===== src/rtl/esc_dec_pkg.sv =====
package esc_dec_pkg;
  localparam logic [7:0] ESC_BYTE = 8'hA5;
  localparam int WORD_W = 16;
  localparam int SEL_W = 4;
  localparam int NUM_FLAGS = 4;
  localparam int CODE_W = 7;
  localparam logic [CODE_W-1:0] CODE_RESET = 7'd0;

  typedef enum logic [1:0] {
    PH_CHAN,
    PH_START,
    PH_END,
    PH_DATA
  } wr_phase_t;
endpackage


===== src/rtl/esc_unescape.sv =====
module esc_unescape
  import esc_dec_pkg::*;
(
  input  logic       clk,
  input  logic       rst_n,
  input  logic       byte_valid,
  input  logic [7:0] byte_in,
  output logic       data_stb,
  output logic [7:0] data_byte,
  output logic       cmd_stb,
  output logic [7:0] cmd_byte
);
  logic pending;

  always_comb begin
    data_stb  = 1'b0;
    cmd_stb   = 1'b0;
    data_byte = byte_in;
    cmd_byte  = byte_in;
    if (byte_valid) begin
      if (pending) begin
        if (byte_in == ESC_BYTE) data_stb = 1'b1;
        else cmd_stb = 1'b1;
      end else if (byte_in != ESC_BYTE) begin
        data_stb = 1'b1;
      end
    end
  end

  always_ff @(posedge clk or negedge rst_n) begin
    if (!rst_n) pending <= 1'b0;
    else if (byte_valid) pending <= !pending && (byte_in == ESC_BYTE);
  end

  AST_ESC_ONE_BYTE: assert property (@(posedge clk) disable iff (!rst_n)
    (pending && byte_valid) |=> !pending);
endmodule


===== src/rtl/esc_cmd_regs.sv =====
module esc_cmd_regs
  import esc_dec_pkg::*;
(
  input  logic                 clk,
  input  logic                 rst_n,
  input  logic                 cmd_stb,
  input  logic [7:0]           cmd_byte,
  output logic                 soft_clear,
  output logic [NUM_FLAGS-1:0] flags,
  output logic                 rst_pulse
);
  logic [CODE_W-1:0] code;
  assign code = cmd_byte[7:1];
  assign soft_clear = cmd_stb && (code == CODE_RESET) && !cmd_byte[0];

  for (genvar k = 0; k < NUM_FLAGS; k++) begin : g_flag
    always_ff @(posedge clk or negedge rst_n) begin
      if (!rst_n) flags[k] <= 1'b0;
      else if (soft_clear) flags[k] <= 1'b0;
      else if (cmd_stb && code == CODE_W'(k + 1)) flags[k] <= !cmd_byte[0];
    end
  end

  always_ff @(posedge clk or negedge rst_n) begin
    if (!rst_n) rst_pulse <= 1'b0;
    else rst_pulse <= soft_clear;
  end

  AST_RST_ONE_CYCLE: assert property (@(posedge clk) disable iff (!rst_n)
    rst_pulse |=> !rst_pulse);
  AST_RST_FLAGS_LOW: assert property (@(posedge clk) disable iff (!rst_n)
    rst_pulse |-> (flags == '0));
  AST_FLAGS_HOLD: assert property (@(posedge clk) disable iff (!rst_n)
    !$past(cmd_stb) |-> $stable(flags));
endmodule


===== src/rtl/esc_word_framer.sv =====
module esc_word_framer
  import esc_dec_pkg::*;
#(
  parameter int BOARD_W = 4,
  parameter int ADDR_W  = 16
) (
  input  logic               clk,
  input  logic               rst_n,
  input  logic               clear,
  input  logic               data_stb,
  input  logic [7:0]         data_byte,
  input  logic               cmd_stb,
  input  logic [BOARD_W-1:0] board_id,
  output logic               wr_en,
  output logic [SEL_W-1:0]   wr_chan,
  output logic [ADDR_W-1:0]  wr_addr,
  output logic [WORD_W-1:0]  wr_data
);
  localparam int HI_W = WORD_W - SEL_W;

  wr_phase_t          phase;
  logic               lo_have;
  logic [7:0]         lo_byte;
  logic [WORD_W-1:0]  chan_word;
  logic [ADDR_W-1:0]  cur_addr;
  logic [ADDR_W-1:0]  end_addr;
  logic [WORD_W-1:0]  word;
  logic               board_hit;

  assign word      = {data_byte, lo_byte};
  assign board_hit = (chan_word[WORD_W-1:SEL_W] == HI_W'(board_id));

  always_ff @(posedge clk or negedge rst_n) begin
    if (!rst_n) begin
      phase     <= PH_CHAN;
      lo_have   <= 1'b0;
      lo_byte   <= '0;
      chan_word <= '0;
      cur_addr  <= '0;
      end_addr  <= '0;
      wr_en     <= 1'b0;
      wr_chan   <= '0;
      wr_addr   <= '0;
      wr_data   <= '0;
    end else begin
      wr_en <= 1'b0;
      if (clear) begin
        lo_have <= 1'b0;
        phase   <= PH_CHAN;
      end else if (data_stb) begin
        if (!lo_have) begin
          lo_have <= 1'b1;
          lo_byte <= data_byte;
        end else begin
          lo_have <= 1'b0;
          unique case (phase)
            PH_CHAN: begin
              chan_word <= word;
              phase     <= PH_START;
            end
            PH_START: begin
              cur_addr <= word[ADDR_W-1:0];
              phase    <= PH_END;
            end
            PH_END: begin
              end_addr <= word[ADDR_W-1:0];
              phase    <= PH_DATA;
            end
            PH_DATA: begin
              wr_en    <= board_hit;
              wr_chan  <= chan_word[SEL_W-1:0];
              wr_addr  <= cur_addr;
              wr_data  <= word;
              cur_addr <= cur_addr + 1'b1;
              if (cur_addr == end_addr) phase <= PH_CHAN;
            end
            default: phase <= PH_CHAN;
          endcase
        end
      end
    end
  end

  AST_WR_AFTER_DATA: assert property (@(posedge clk) disable iff (!rst_n)
    wr_en |-> $past(data_stb));
  AST_CMD_NO_WR: assert property (@(posedge clk) disable iff (!rst_n)
    $past(cmd_stb) |-> !wr_en);
  AST_CLEAR_NO_WR: assert property (@(posedge clk) disable iff (!rst_n)
    $past(clear) |-> !wr_en);
endmodule


===== src/rtl/esc_write_decoder.sv =====
module esc_write_decoder
  import esc_dec_pkg::*;
#(
  parameter int BOARD_W = 4,
  parameter int ADDR_W  = 16
) (
  input  logic               clk,
  input  logic               rst_n,
  input  logic               in_valid,
  output logic               in_ready,
  input  logic [7:0]         in_data,
  input  logic [BOARD_W-1:0] board_id,
  output logic               wr_en,
  output logic [3:0]         wr_chan,
  output logic [ADDR_W-1:0]  wr_addr,
  output logic [15:0]        wr_data,
  output logic               trig_en,
  output logic               arm_en,
  output logic               clkdbl_en,
  output logic               start_en,
  output logic               regs_cleared
);
  logic                 data_stb, cmd_stb, soft_clear;
  logic [7:0]           data_byte, cmd_byte;
  logic [NUM_FLAGS-1:0] flags;

  assign in_ready = 1'b1;

  esc_unescape u_unesc (
    .clk       (clk),
    .rst_n     (rst_n),
    .byte_valid(in_valid),
    .byte_in   (in_data),
    .data_stb  (data_stb),
    .data_byte (data_byte),
    .cmd_stb   (cmd_stb),
    .cmd_byte  (cmd_byte)
  );

  esc_cmd_regs u_cmd (
    .clk       (clk),
    .rst_n     (rst_n),
    .cmd_stb   (cmd_stb),
    .cmd_byte  (cmd_byte),
    .soft_clear(soft_clear),
    .flags     (flags),
    .rst_pulse (regs_cleared)
  );

  esc_word_framer #(.BOARD_W(BOARD_W), .ADDR_W(ADDR_W)) u_frm (
    .clk      (clk),
    .rst_n    (rst_n),
    .clear    (soft_clear),
    .data_stb (data_stb),
    .data_byte(data_byte),
    .cmd_stb  (cmd_stb),
    .board_id (board_id),
    .wr_en    (wr_en),
    .wr_chan  (wr_chan),
    .wr_addr  (wr_addr),
    .wr_data  (wr_data)
  );

  assign trig_en   = flags[0];
  assign arm_en    = flags[1];
  assign clkdbl_en = flags[2];
  assign start_en  = flags[3];

  AST_DATA_CMD_EXCL: assert property (@(posedge clk) disable iff (!rst_n)
    (regs_cleared && $past(in_valid)) |-> $past(in_data == 8'h00));
endmodule


===== config.mk =====
export PLATFORM = sky130hd
export DESIGN_NAME = esc_write_decoder
export DESIGN_NICKNAME = d
export VERILOG_FILES = /design/src/rtl/esc_dec_pkg.sv /design/src/rtl/esc_unescape.sv /design/src/rtl/esc_cmd_regs.sv /design/src/rtl/esc_word_framer.sv /design/src/rtl/esc_write_decoder.sv
export SDC_FILE = /design/constraint.sdc
export NUM_CORES = 1
export LEC_CHECK = 0
export ABC_AREA = 1
export BUFFER_PORTS_ARGS = -buffer_cell sky130_fd_sc_hd__buf_2
export CORE_ASPECT_RATIO = 1.1
export CORE_UTILIZATION = 60
export CTS_CLUSTER_SIZE = 14
export DETAILED_ROUTE_END_ITERATION = 8
export PLACE_DENSITY = 0.82
export SETUP_SLACK_MARGIN = 0.4
export SLEW_MARGIN = 20
export SYNTH_ARGS = -nofsm -noshare
export SYNTH_HDL_FRONTEND = slang
export SYNTH_SLANG_ARGS = --single-unit

===== constraint.sdc =====
create_clock -name clk -period 3.9 [get_ports clk]
set_input_delay 0.39 -clock clk [delete_from_list [all_inputs] [get_ports clk]]
set_output_delay 0.39 -clock clk [all_outputs]
set_load 0.005 [all_outputs]

==> results of run 1 <==
kinds of logic after synthesis:
kind of cell    Yosys count
xor+xnor                  1
compound gates          109
flops                   102
other cells               1
buf+inv                  91
simple gates            298
fa+ha+maj                 8
path summary, 6_finish.rpt:
check	start	slack (ns)	end
min in group asynchronous	rst_n	0.50	u_frm.wr_addr[2]
worst max-delay path	in_data[5]	1.29	u_frm.chan_word[15]
worst min register to register	u_frm.wr_data[3]	0.48	u_frm.wr_data[3]
worst min-delay path	in_data[0]	0.27	u_cmd.flags[2]
worst max register to register	u_unesc.pending	1.58	u_frm.chan_word[15]
max in group asynchronous	rst_n	2.57	u_frm.end_addr[10]
metal layers:
layer | vias up | share of wire, % | global-route usage, %
li1 | 2048 | - | -
met1 | 1983 | 43 | 38.90
met2 | 157 | 49 | 45.62
met3 | 22 | 5.9 | 4.778
met4 | 0 | 2.2 | 7.940
met5 | - | 0 | 0
registers in the layout (all words and copies together) (netlist names), 2 cells and up:
register	cells
u_frm.cur_addr	16
u_cmd.flags	4
u_frm.chan_word	16
u_frm.wr_addr	16
u_frm.wr_data	16
u_frm.lo_byte	8
u_frm.phase	2
u_frm.wr_chan	4
u_frm.end_addr	16
worst reg2reg max path: cells and delay by family (launching register included):
family                   cells  cell delay, ns
AO/OA/AOI/OAI                1            0.46
adder cells (fa/ha/maj)      1            0.28
buffers and inverters        1            0.06
flip-flops                   1            0.38
AND/OR/NAND/NOR              3            1.03
what timing repair did:
item	in CTS	in global routing
endpoints found under the hold margin	31	0
buffers inserted	0	0
hold buffers	1	0
cells in the mapped netlist:
master / count / area [µm²]
sky130_fd_sc_hd__nand2_1: 206 / 773.2
sky130_fd_sc_hd__dfrtp_1: 102 / 2552
sky130_fd_sc_hd__o21ai_0: 79 / 395.4
sky130_fd_sc_hd__inv_1: 63 / 236.5
sky130_fd_sc_hd__nand3_1: 37 / 185.2
sky130_fd_sc_hd__nor2_1: 20 / 75.07
sky130_fd_sc_hd__o21ai_1: 20 / 100.1
sky130_fd_sc_hd__buf_2: 13 / 65.06
sky130_fd_sc_hd__a21oi_1: 8 / 40.04
sky130_fd_sc_hd__ha_1: 8 / 100.1
sky130_fd_sc_hd__nor3_1: 7 / 35.03
sky130_fd_sc_hd__inv_2: 6 / 22.52
sky130_fd_sc_hd__nand2_2: 5 / 31.28
sky130_fd_sc_hd__nand4_1: 5 / 31.28
sky130_fd_sc_hd__nor4_1: 4 / 25.02
sky130_fd_sc_hd__or2_2: 4 / 25.02
sky130_fd_sc_hd__buf_4: 3 / 22.52
sky130_fd_sc_hd__buf_6: 2 / 22.52
sky130_fd_sc_hd__clkbuf_1: 2 / 7.510
sky130_fd_sc_hd__nor2_4: 2 / 22.52
sky130_fd_sc_hd__a221oi_1: 1 / 8.760
sky130_fd_sc_hd__and2_1: 1 / 6.260
sky130_fd_sc_hd__buf_8: 1 / 15.01
sky130_fd_sc_hd__clkinv_1: 1 / 3.750
sky130_fd_sc_hd__conb_1: 1 / 3.750
sky130_fd_sc_hd__nand2_4: 1 / 11.26
sky130_fd_sc_hd__nand3_2: 1 / 10.01
sky130_fd_sc_hd__nand3b_1: 1 / 7.510
sky130_fd_sc_hd__nand4_4: 1 / 21.27
sky130_fd_sc_hd__nor2_2: 1 / 6.260
sky130_fd_sc_hd__nor3_2: 1 / 10.01
sky130_fd_sc_hd__nor3_4: 1 / 16.27
sky130_fd_sc_hd__o2111a_1: 1 / 11.26
sky130_fd_sc_hd__xor2_1: 1 / 8.760
metrics by stage:
step	utilization (%)	hold WS [ns]	instance area (µm²)	setup WS, ns
final	68.82	0.2687	5445	1.286
after detailed placement	66.11	0.3678	5231	0.9533
after global placement	66.11	0.3639	5231	1.162
after CTS	68.82	0.2600	5445	1.300
after global routing	68.82	0.2766	5445	1.020
after floorplan	-	0.09441	4908	1.844
final cells by class:
type / count / share of cell area [%]
clock buffers: 9 / 2.275
repair buffers: 62 / 6.066
flip-flops and latches: 102 / 46.88
well taps: 108 / 2.482
inverters: 70 / 4.825
multi-input cells: 417 / 36.01
clock inverters: 7 / 1.471
power breakdown:
| group | switching, mW | internal [mW] |
|---|---|---|
| Sequential | 0.315 | 1.46 |
| Combinational | 0.778 | 0.491 |
| Clock | 0.375 | 0.306 |
| Total | 1.47 | 2.26 |
==> impl_results.rst, run 1 <==
.. list-table::
   :header-rows: 1

   * - Metric
     - Value
   * - Max-capacitance violation count
     - 0
   * - Floorplan die height
     - a little under 100 µm
   * - Fraction of the yosys area taken by sequential cells
     - 52.00%
   * - Wirelength per Cell
     - 14.75 µm
   * - Cell at the slowest stage of the critical path
     - sky130_fd_sc_hd__nand3_1
   * - Series of cell instances along the critical path
     - buf_2, inv_1, nor4_1, and2_1, inv_1, ha_1, nand2_1, inv_1, nand4_4, nand3_1, o21ai_0
   * - Largest buffer count on any clock path
     - 2
   * - Floorplan die width
     - 88.24 µm
   * - Post-Syn Area per Cell
     - 8.047 µm²
   * - Class of the worst hold path
     - input pin to flop
   * - Count of final setup violators
     - 0
   * - Post-Syn Instances
     - a little over 600
   * - Commonest non-fill, non-tap cells in the layout
     - sky130_fd_sc_hd__nand2_1 (206), sky130_fd_sc_hd__dfrtp_1 (102), sky130_fd_sc_hd__o21ai_0 (79), sky130_fd_sc_hd__inv_1 (63), sky130_fd_sc_hd__buf_2 (55)
   * - Vias in the first global route
     - 3909
   * - Total of fill cells in the finished design
     - between 600 and 700
   * - Static leakage
     - 2.828 nW
   * - Synthesized-area fraction occupied by ao, oa, aoi and oai cells
     - between 10 and 15%
   * - Pin count of the biggest net entering global routing
     - 70
   * - Overall via count from detail_route
     - 4210
   * - Synth Area in XOR/XNOR
     - 0.1784%
   * - Transition time at the pin with the least slew margin
     - 0.9214 ns
   * - Number of cells after detailed placement
     - 758
   * - Hold Crit Depth
     - 2
   * - Core area
     - ~0.0079 mm²
   * - Clock root cell
     - sky130_fd_sc_hd__clkbuf_8
   * - Worst path arrival time
     - ~2.9 ns
   * - Overall track demand over capacity in global routing
     - between 20% and 30%
   * - Type of origin of the critical path
     - input pin
   * - Clock Sink Count
     - 102
   * - Setup crit end kind
     - flop
   * - Residual antenna-violating net count after detailed routing
     - 0
   * - Multiplexer share of the synthesized area
     - 0%
   * - Setup clock skew after layout
     - about 0.014 ns
   * - Crit path time final
     - ~2.6 ns
   * - Final Max Slew Viols
     - 0
   * - Layout Area Growth over Synthesis
     - 10.94%
   * - Ratio of routed vias to standard cells
     - 5.432
   * - Achievable clock frequency
     - 0.3826 GHz
   * - Simple-gate portion of the synthesized area
     - 26.33%
   * - CTS Buf Count
     - 9
   * - Filler-free cell count of the finished design
     - 775
   * - Max rail drop VDD
     - 0.4138 mV
   * - Number of cells upsized or downsized after cts
     - 0
   * - DRC violations left
     - 0
   * - First-pass iteration count of the detailed router
     - 5
   * - Final WL
     - between 10 and 15 mm
   * - Most numerous cell on the critical path
     - sky130_fd_sc_hd__inv_1
   * - Final weighted congestion in routability-driven placement
     - 0.8970
   * - Setup repair after global routing missed its margin
     - false
   * - Post-route fraction of the period consumed by the critical path
     - 67.01%
   * - Logic depth of the worst setup path including buffers
     - 11
   * - Worst skew pair latency
     - 0.37 ns
   * - Nets@finish
     - about 700
   * - Dpl hpwl
     - approximately 8.0 mm
   * - Final setup TNS
     - 0 ns
   * - Adder-cell share of the synthesized area
     - 2.039%
   * - H-tree level count
     - 3
   * - Initial antenna violation count
     - 0
   * - First DRT Iteration DRCs
     - 340
   * - IO Pins
     - 58
   * - Overflow after GRT
     - 0
   * - Number of distinct standard cells referenced by the synthesized netlist
     - 34
   * - Total nets after synthesis
     - approximately 630
   * - Worst R2R Path Depth
     - 6
   * - First-pass GRT wire length
     - 18.57 mm
   * - Die area
     - 0.008547 mm²
   * - Bufs and invs on worst path
     - 4
   * - Clock-pin slew on the worst setup and hold paths
     - 0.09 ns
   * - Area occupied by registers
     - ~0.0026 mm²
   * - CP peak stage delay
     - approximately 0.67 ns
   * - Category of cells accounting for the largest share of critical-path delay
     - simple AND/OR/NAND/NOR gates
   * - Count of input and output buffers
     - 56
   * - Final total power
     - approximately 3.7 mW
   * - Max Fanout on Critical Path
     - 32
   * - Leading cell type in the layout, fill and taps excluded
     - sky130_fd_sc_hd__nand2_1
   * - Total number of yosys warnings
     - 0
   * - CTS tree
     - yes
   * - Multi-input combinational cell area
     - 0.001961 mm²
   * - Row Count
     - 34
   * - Outcome
     - finished, final reports clean
   * - Synthesized flop and latch total
     - 102
   * - Netlist area before placement
     - 0.004908 mm²
   * - Worst relative slew slack
     - 38.40%
   * - Total count of hold-check failures in the final report
     - 0
   * - Worst EP required
     - 4.15 ns
   * - N_diodes
     - 0
   * - Power per cell area
     - 683.9 mW/mm²
   * - Initial Utilization
     - 62.03%
   * - Kind of critical path
     - input pin to flop
   * - Layout cell share with drive strength beyond 1
     - 14.99%
   * - Dominant combinational cell family by area after synthesis
     - simple AND/OR/NAND/NOR gates
Note: power is estimated with default switching activity, not from simulation.
==> run 2: changes to the inputs <==
--- a/config.mk
+++ b/config.mk
@@ -5,13 +5,13 @@
 export SDC_FILE = /design/constraint.sdc
 export NUM_CORES = 1
 export LEC_CHECK = 0
-export ABC_AREA = 1
+export ABC_AREA = 0
 export BUFFER_PORTS_ARGS = -buffer_cell sky130_fd_sc_hd__buf_2
 export CORE_ASPECT_RATIO = 1.1
-export CORE_UTILIZATION = 60
+export CORE_UTILIZATION = 52
 export CTS_CLUSTER_SIZE = 14
 export DETAILED_ROUTE_END_ITERATION = 8
-export PLACE_DENSITY = 0.82
+export PLACE_DENSITY = 0.75
 export SETUP_SLACK_MARGIN = 0.4
 export SLEW_MARGIN = 20
 export SYNTH_ARGS = -nofsm -noshare
==> constraint.sdc (replaced) <==
create_clock -name clk -period 2.26 [get_ports clk]
set_input_delay 0.226 -clock clk [delete_from_list [all_inputs] [get_ports clk]]
set_output_delay 0.226 -clock clk [all_outputs]
set_load 0.005 [all_outputs]
==> run 2 against run 1 <==
Effect of this change:
- sequential power up 41%
- clock skew down 0.00073 ns
- count of clock-buffer cells in the layout up 1
- flip-flop and latch count unchanged
- highest routed layer unchanged
- clock power up 81%
- critical path depth down 2
==> impl_results.rst, run 2 <==
.. list-table::
   :header-rows: 1

   * - Metric
     - Value
   * - Transition time at the pin with the least slew margin
     - 0.7232 ns (was 0.9214 ns)
   * - Number of cells after detailed placement
     - 578 (was 758)
   * - Endpoint of the worst setup timing path
     - u_frm.wr_addr[3] (was u_frm.chan_word[15])
   * - First-pass iteration count of the detailed router
     - 5 (unchanged)
   * - List of most frequent post-synthesis cells
     - sky130_fd_sc_hd__dfrtp_1 (102), sky130_fd_sc_hd__mux2_2 (72), sky130_fd_sc_hd__nand2_1 (28), sky130_fd_sc_hd__o21ai_0 (19), sky130_fd_sc_hd__xor2_1 (19) (was sky130_fd_sc_hd__nand2_1 (206), sky130_fd_sc_hd__dfrtp_1 (102), sky130_fd_sc_hd__o21ai_0 (79), sky130_fd_sc_hd__inv_1 (63), sky130_fd_sc_hd__nand3_1 (37))
   * - Final WL
     - 11.75 mm (was 11.43 mm)
   * - Primary flip-flop cell chosen by synthesis mapping
     - sky130_fd_sc_hd__dfrtp_1 (unchanged)
   * - Total nets after synthesis
     - 430 (was 633)
   * - IO Pins
     - 58 (unchanged)
   * - Die area
     - 0.009766 mm² (was 0.008547 mm²)
   * - Row Count
     - 36 (was 34)
   * - Clock-pin slew on the worst setup and hold paths
     - 0.10 ns (was 0.09 ns)
   * - Layout cell share with drive strength beyond 1
     - 45.05% (was 14.99%)
   * - Layout Area Growth over Synthesis
     - 24.97% (was 10.94%)
   * - Overall via count from detail_route
     - 3611 (was 4210)
   * - Initial antenna violation count
     - 0 (unchanged)
   * - Setup clock skew after layout
     - 0.01297 ns (was 0.01370 ns)
   * - Largest buffer count on any clock path
     - 2 (unchanged)
   * - Number of distinct standard cells referenced by the synthesized netlist
     - 48 (was 34)
   * - Final Max Slew Viols
     - 0 (unchanged)
   * - Setup repair after global routing missed its margin
     - true (was false)
   * - Residual antenna-violating net count after detailed routing
     - 0 (unchanged)
   * - Overall track demand over capacity in global routing
     - 24.72% (was 28.16%)
   * - Post-Syn Area per Cell
     - 11.98 µm² (was 8.047 µm²)
   * - Sw Ratio
     - 32.07% (was 39.44%)
   * - Worst EP required
     - 2.53 ns (was 4.15 ns)
   * - Filler-free cell count of the finished design
     - 609 (was 775)
   * - Clock Sink Count
     - 102 (unchanged)
   * - Worst skew pair latency
     - 0.38 ns (was 0.37 ns)
   * - Count of input and output buffers
     - 56 (unchanged)
   * - Total number of yosys warnings
     - 0 (unchanged)
   * - Max-capacitance violation count
     - 0 (unchanged)
   * - Outcome
     - finished, final reports clean (unchanged)
   * - Overflow after GRT
     - 0 (unchanged)
   * - Most numerous cell in the Yosys netlist
     - sky130_fd_sc_hd__dfrtp_1 (was sky130_fd_sc_hd__nand2_1)
   * - Ratio of routed vias to standard cells
     - 5.929 (was 5.432)
   * - Post-Syn Instances
     - 407 (was 610)
   * - H-tree level count
     - 3 (unchanged)
   * - Pin count of the biggest net entering global routing
     - 44 (was 70)
   * - First DRT Iteration DRCs
     - 322 (was 340)
   * - Cell-internal power
     - 3.570 mW (was 2.255 mW)
   * - Synth async-reset ratio
     - 100.0% (unchanged)
   * - Dpl hpwl
     - 7.447 mm (was 8.043 mm)
   * - CTS Buf Count
     - 9 (unchanged)
   * - Nets@finish
     - 513 (was 685)
   * - CTS tree
     - yes (unchanged)
   * - Fraction of the yosys area taken by sequential cells
     - 52.36% (was 52.00%)
   * - Commonest non-fill, non-tap cells in the layout
     - sky130_fd_sc_hd__dfrtp_1 (100), sky130_fd_sc_hd__mux2_2 (64), sky130_fd_sc_hd__buf_2 (53), sky130_fd_sc_hd__nand2_1 (28), sky130_fd_sc_hd__buf_4 (24) (was sky130_fd_sc_hd__nand2_1 (206), sky130_fd_sc_hd__dfrtp_1 (102), sky130_fd_sc_hd__o21ai_0 (79), sky130_fd_sc_hd__inv_1 (63), sky130_fd_sc_hd__buf_2 (55))
   * - Clock root cell
     - sky130_fd_sc_hd__clkbuf_8 (unchanged)
   * - Share of total power in the clock network
     - 23.4% (was 18.3%)
   * - Count of final setup violators
     - 0 (unchanged)
   * - Max Fanout on Critical Path
     - 10 (was 32)
   * - Leading cell type in the layout, fill and taps excluded
     - sky130_fd_sc_hd__dfrtp_1 (was sky130_fd_sc_hd__nand2_1)
   * - P_sw
     - 1.686 mW (was 1.469 mW)
   * - Fraction of post-synthesis cell area in the top cell type by area
     - 52.36% (was 52.00%)
   * - Logic pwr share
     - 29.1% (was 34.1%)
   * - Total count of hold-check failures in the final report
     - 0 (unchanged)
   * - Floorplan die height
     - 103.5 µm (was 96.86 µm)
   * - Worst Setup SP
     - in_data[1] (was in_data[5])
   * - Worst R2R Path Depth
     - 9 (was 6)
   * - Top cell type by total area after synthesis
     - sky130_fd_sc_hd__dfrtp_1 (unchanged)
   * - DRC violations left
     - 0 (unchanged)
   * - Floorplan die width
     - 94.32 µm (was 88.24 µm)
   * - Startpoint of the worst register-to-register path
     - u_unesc.pending (unchanged)
   * - Type of origin of the critical path
     - input pin (unchanged)
   * - Worst path arrival time
     - 2.40 ns (was 2.86 ns)
   * - N_diodes
     - 0 (unchanged)
   * - RR Endpoint
     - u_frm.chan_word[6] (was u_frm.chan_word[15])
   * - Achievable clock frequency
     - 0.4692 GHz
   * - Setup crit end kind
     - flop (unchanged)
   * - Crit path time final
     - between 2 and 2.5 ns
   * - Initial Utilization
     - 54.38% (was 62.03%)
   * - Core area
     - 0.008964 mm² (was 0.007913 mm²)
   * - Static leakage
     - 2.897 nW (was 2.828 nW)
   * - Sequential cell fraction of total power
     - 47.5% (was 47.6%)
   * - Worst relative slew slack
     - 51.34% (was 38.40%)
   * - Synthesized flop and latch total
     - 102 (unchanged)
   * - Wirelength per Cell
     - 19.29 µm (was 14.75 µm)
   * - Kind of critical path
     - input pin to flop (unchanged)
   * - Power per cell area
     - 862.6 mW/mm² (was 683.9 mW/mm²)
   * - Final weighted congestion in routability-driven placement
     - 0.9036 (was 0.8970)
   * - Max rail drop VDD
     - 0.4679 mV (was 0.4138 mV)
   * - Cell types with the largest area share after synthesis
     - sky130_fd_sc_hd__dfrtp_1 (52%), sky130_fd_sc_hd__mux2_2 (17%), sky130_fd_sc_hd__xor2_1 (3.4%) (was sky130_fd_sc_hd__dfrtp_1 (52%), sky130_fd_sc_hd__nand2_1 (16%), sky130_fd_sc_hd__o21ai_0 (8.1%))
   * - Netlist area before placement
     - 0.004875 mm² (was 0.004908 mm²)
   * - First-pass GRT wire length
     - 18.37 mm (was 18.57 mm)
   * - Vias in the first global route
     - 3548 (was 3909)
   * - Post-route fraction of the period consumed by the critical path
     - 94.31%
   * - Final total power
     - 5.255 mW (was 3.724 mW)
   * - Class of the worst hold path
     - input pin to flop (unchanged)
   * - Flop2flop setup slack
     - 0.18 ns (was 1.58 ns)
   * - Number of synthesized flops with an enable pin
     - 0 (unchanged)
==> run 2: changes by cell type after synthesis, moves of 6 or more <==
cell,before,now
sky130_fd_sc_hd__nor4_1,4,12
sky130_fd_sc_hd__inv_1,63,11
sky130_fd_sc_hd__mux2_2,0,72
sky130_fd_sc_hd__o21ai_1,20,0
sky130_fd_sc_hd__xor2_1,1,19
sky130_fd_sc_hd__clkbuf_1,2,10
sky130_fd_sc_hd__inv_2,6,0
sky130_fd_sc_hd__o21ai_0,79,19
sky130_fd_sc_hd__nand3_1,37,9
sky130_fd_sc_hd__nor2_1,20,9
sky130_fd_sc_hd__a21oi_1,8,16
sky130_fd_sc_hd__nand2_1,206,28
sky130_fd_sc_hd__buf_6,2,8
==> run 2: logic make-up after synthesis <==
logic type,synth area share (%)
and+or+nand+nor,12.73
DFF,52.36
muxes,17.04
AOI/OAI and AO/OA,7.367
buffers and inverters,4.595
xor gates and xnor gates,3.773
adders and majority gates,2.053
other,0.07693
==> run 2: worst min-delay path by stage <==
stage | end | startpoint | depth (start not counted) | slack (ns)
floorplan | u_cmd.flags[0] | rst_n | 0 | -0.07
global placement | u_frm.wr_addr[0] | rst_n | 1 | 0.21
detailed placement | u_frm.wr_addr[0] | rst_n | 1 | 0.22
CTS | u_unesc.pending | in_valid | 2 | 0.13
global route | u_cmd.rst_pulse | in_data[1] | 3 | 0.16
finish | u_unesc.pending | in_valid | 2 | 0.14
==> run 2: area by class of cell <==
cell class                 count  area, µm²
tap                          114      142.6
timing repair buffer          98      777.0
sequential                   102       2555
inverter                      11      41.29
clock inverter                 6      77.57
multi-input combinational    268       2361
clock buffer                  10      137.6
fill                         613       2872
==> run 2: metal layers <==
layer  vias to the layer above  GRT usage, %  share of wire, %
li1                       1637             -                 -
met1                      1800         35.12                44
met2                       150         38.15                48
met3                        24         3.231               5.3
met4                         0         10.00               2.6
met5                         -             0                 0
==> run 2: timing repair <==
item / in CTS / in global routing
gates resized for setup: 22 / 17
endpoints found under the setup margin: 97 / 98
pin swaps: 9 / 9
hold buffers: 1 / 0
buffers inserted: 7 / 2
endpoints found under the hold margin: 32 / 0
cloned: 2 / 3
==> run 2: power by group through the flow <==
stage / registers [mW] / logic (mW) / clock network (mW)
after floorplan: 2.42 / 0.819 / 0
after global placement: 2.51 / 1.22 / 0
after detailed placement: 2.52 / 1.27 / 0
after CTS: 2.49 / 1.43 / 1.25
after global routing: 2.55 / 1.64 / 1.33
final: 2.49 / 1.53 / 1.23
==> run 2: metrics by stage <==
| stage | hold WS (ns) | util (%) | setup TNS (ns) | worst slack (ns) | instance area (µm²) |
|---|---|---|---|---|---|
| after floorplan | -0.06959 | - | -7.560 | -0.1656 | 5022 |
| after global placement | 0.2112 | 61.46 | -19.78 | -0.2861 | 5509 |
| after detailed placement | 0.2172 | 61.46 | -22.97 | -0.3297 | 5509 |
| after CTS | 0.1278 | 66.33 | 0 | 0.1495 | 5946 |
| after global routing | 0.1586 | 67.96 | 0 | 0.1074 | 6092 |
| final | 0.1447 | 67.96 | 0 | 0.1286 | 6092 |
==> run 2: critical path, stage by stage <==
cell	delay [ns]
sky130_fd_sc_hd__buf_6	0.09
sky130_fd_sc_hd__or4_4	0.52
sky130_fd_sc_hd__or2_4	0.26
sky130_fd_sc_hd__inv_1	0.10
sky130_fd_sc_hd__ha_4	0.14
sky130_fd_sc_hd__nand3_2	0.11
sky130_fd_sc_hd__or3_4	0.45
sky130_fd_sc_hd__clkbuf_16	0.21
sky130_fd_sc_hd__mux2_2	0.27
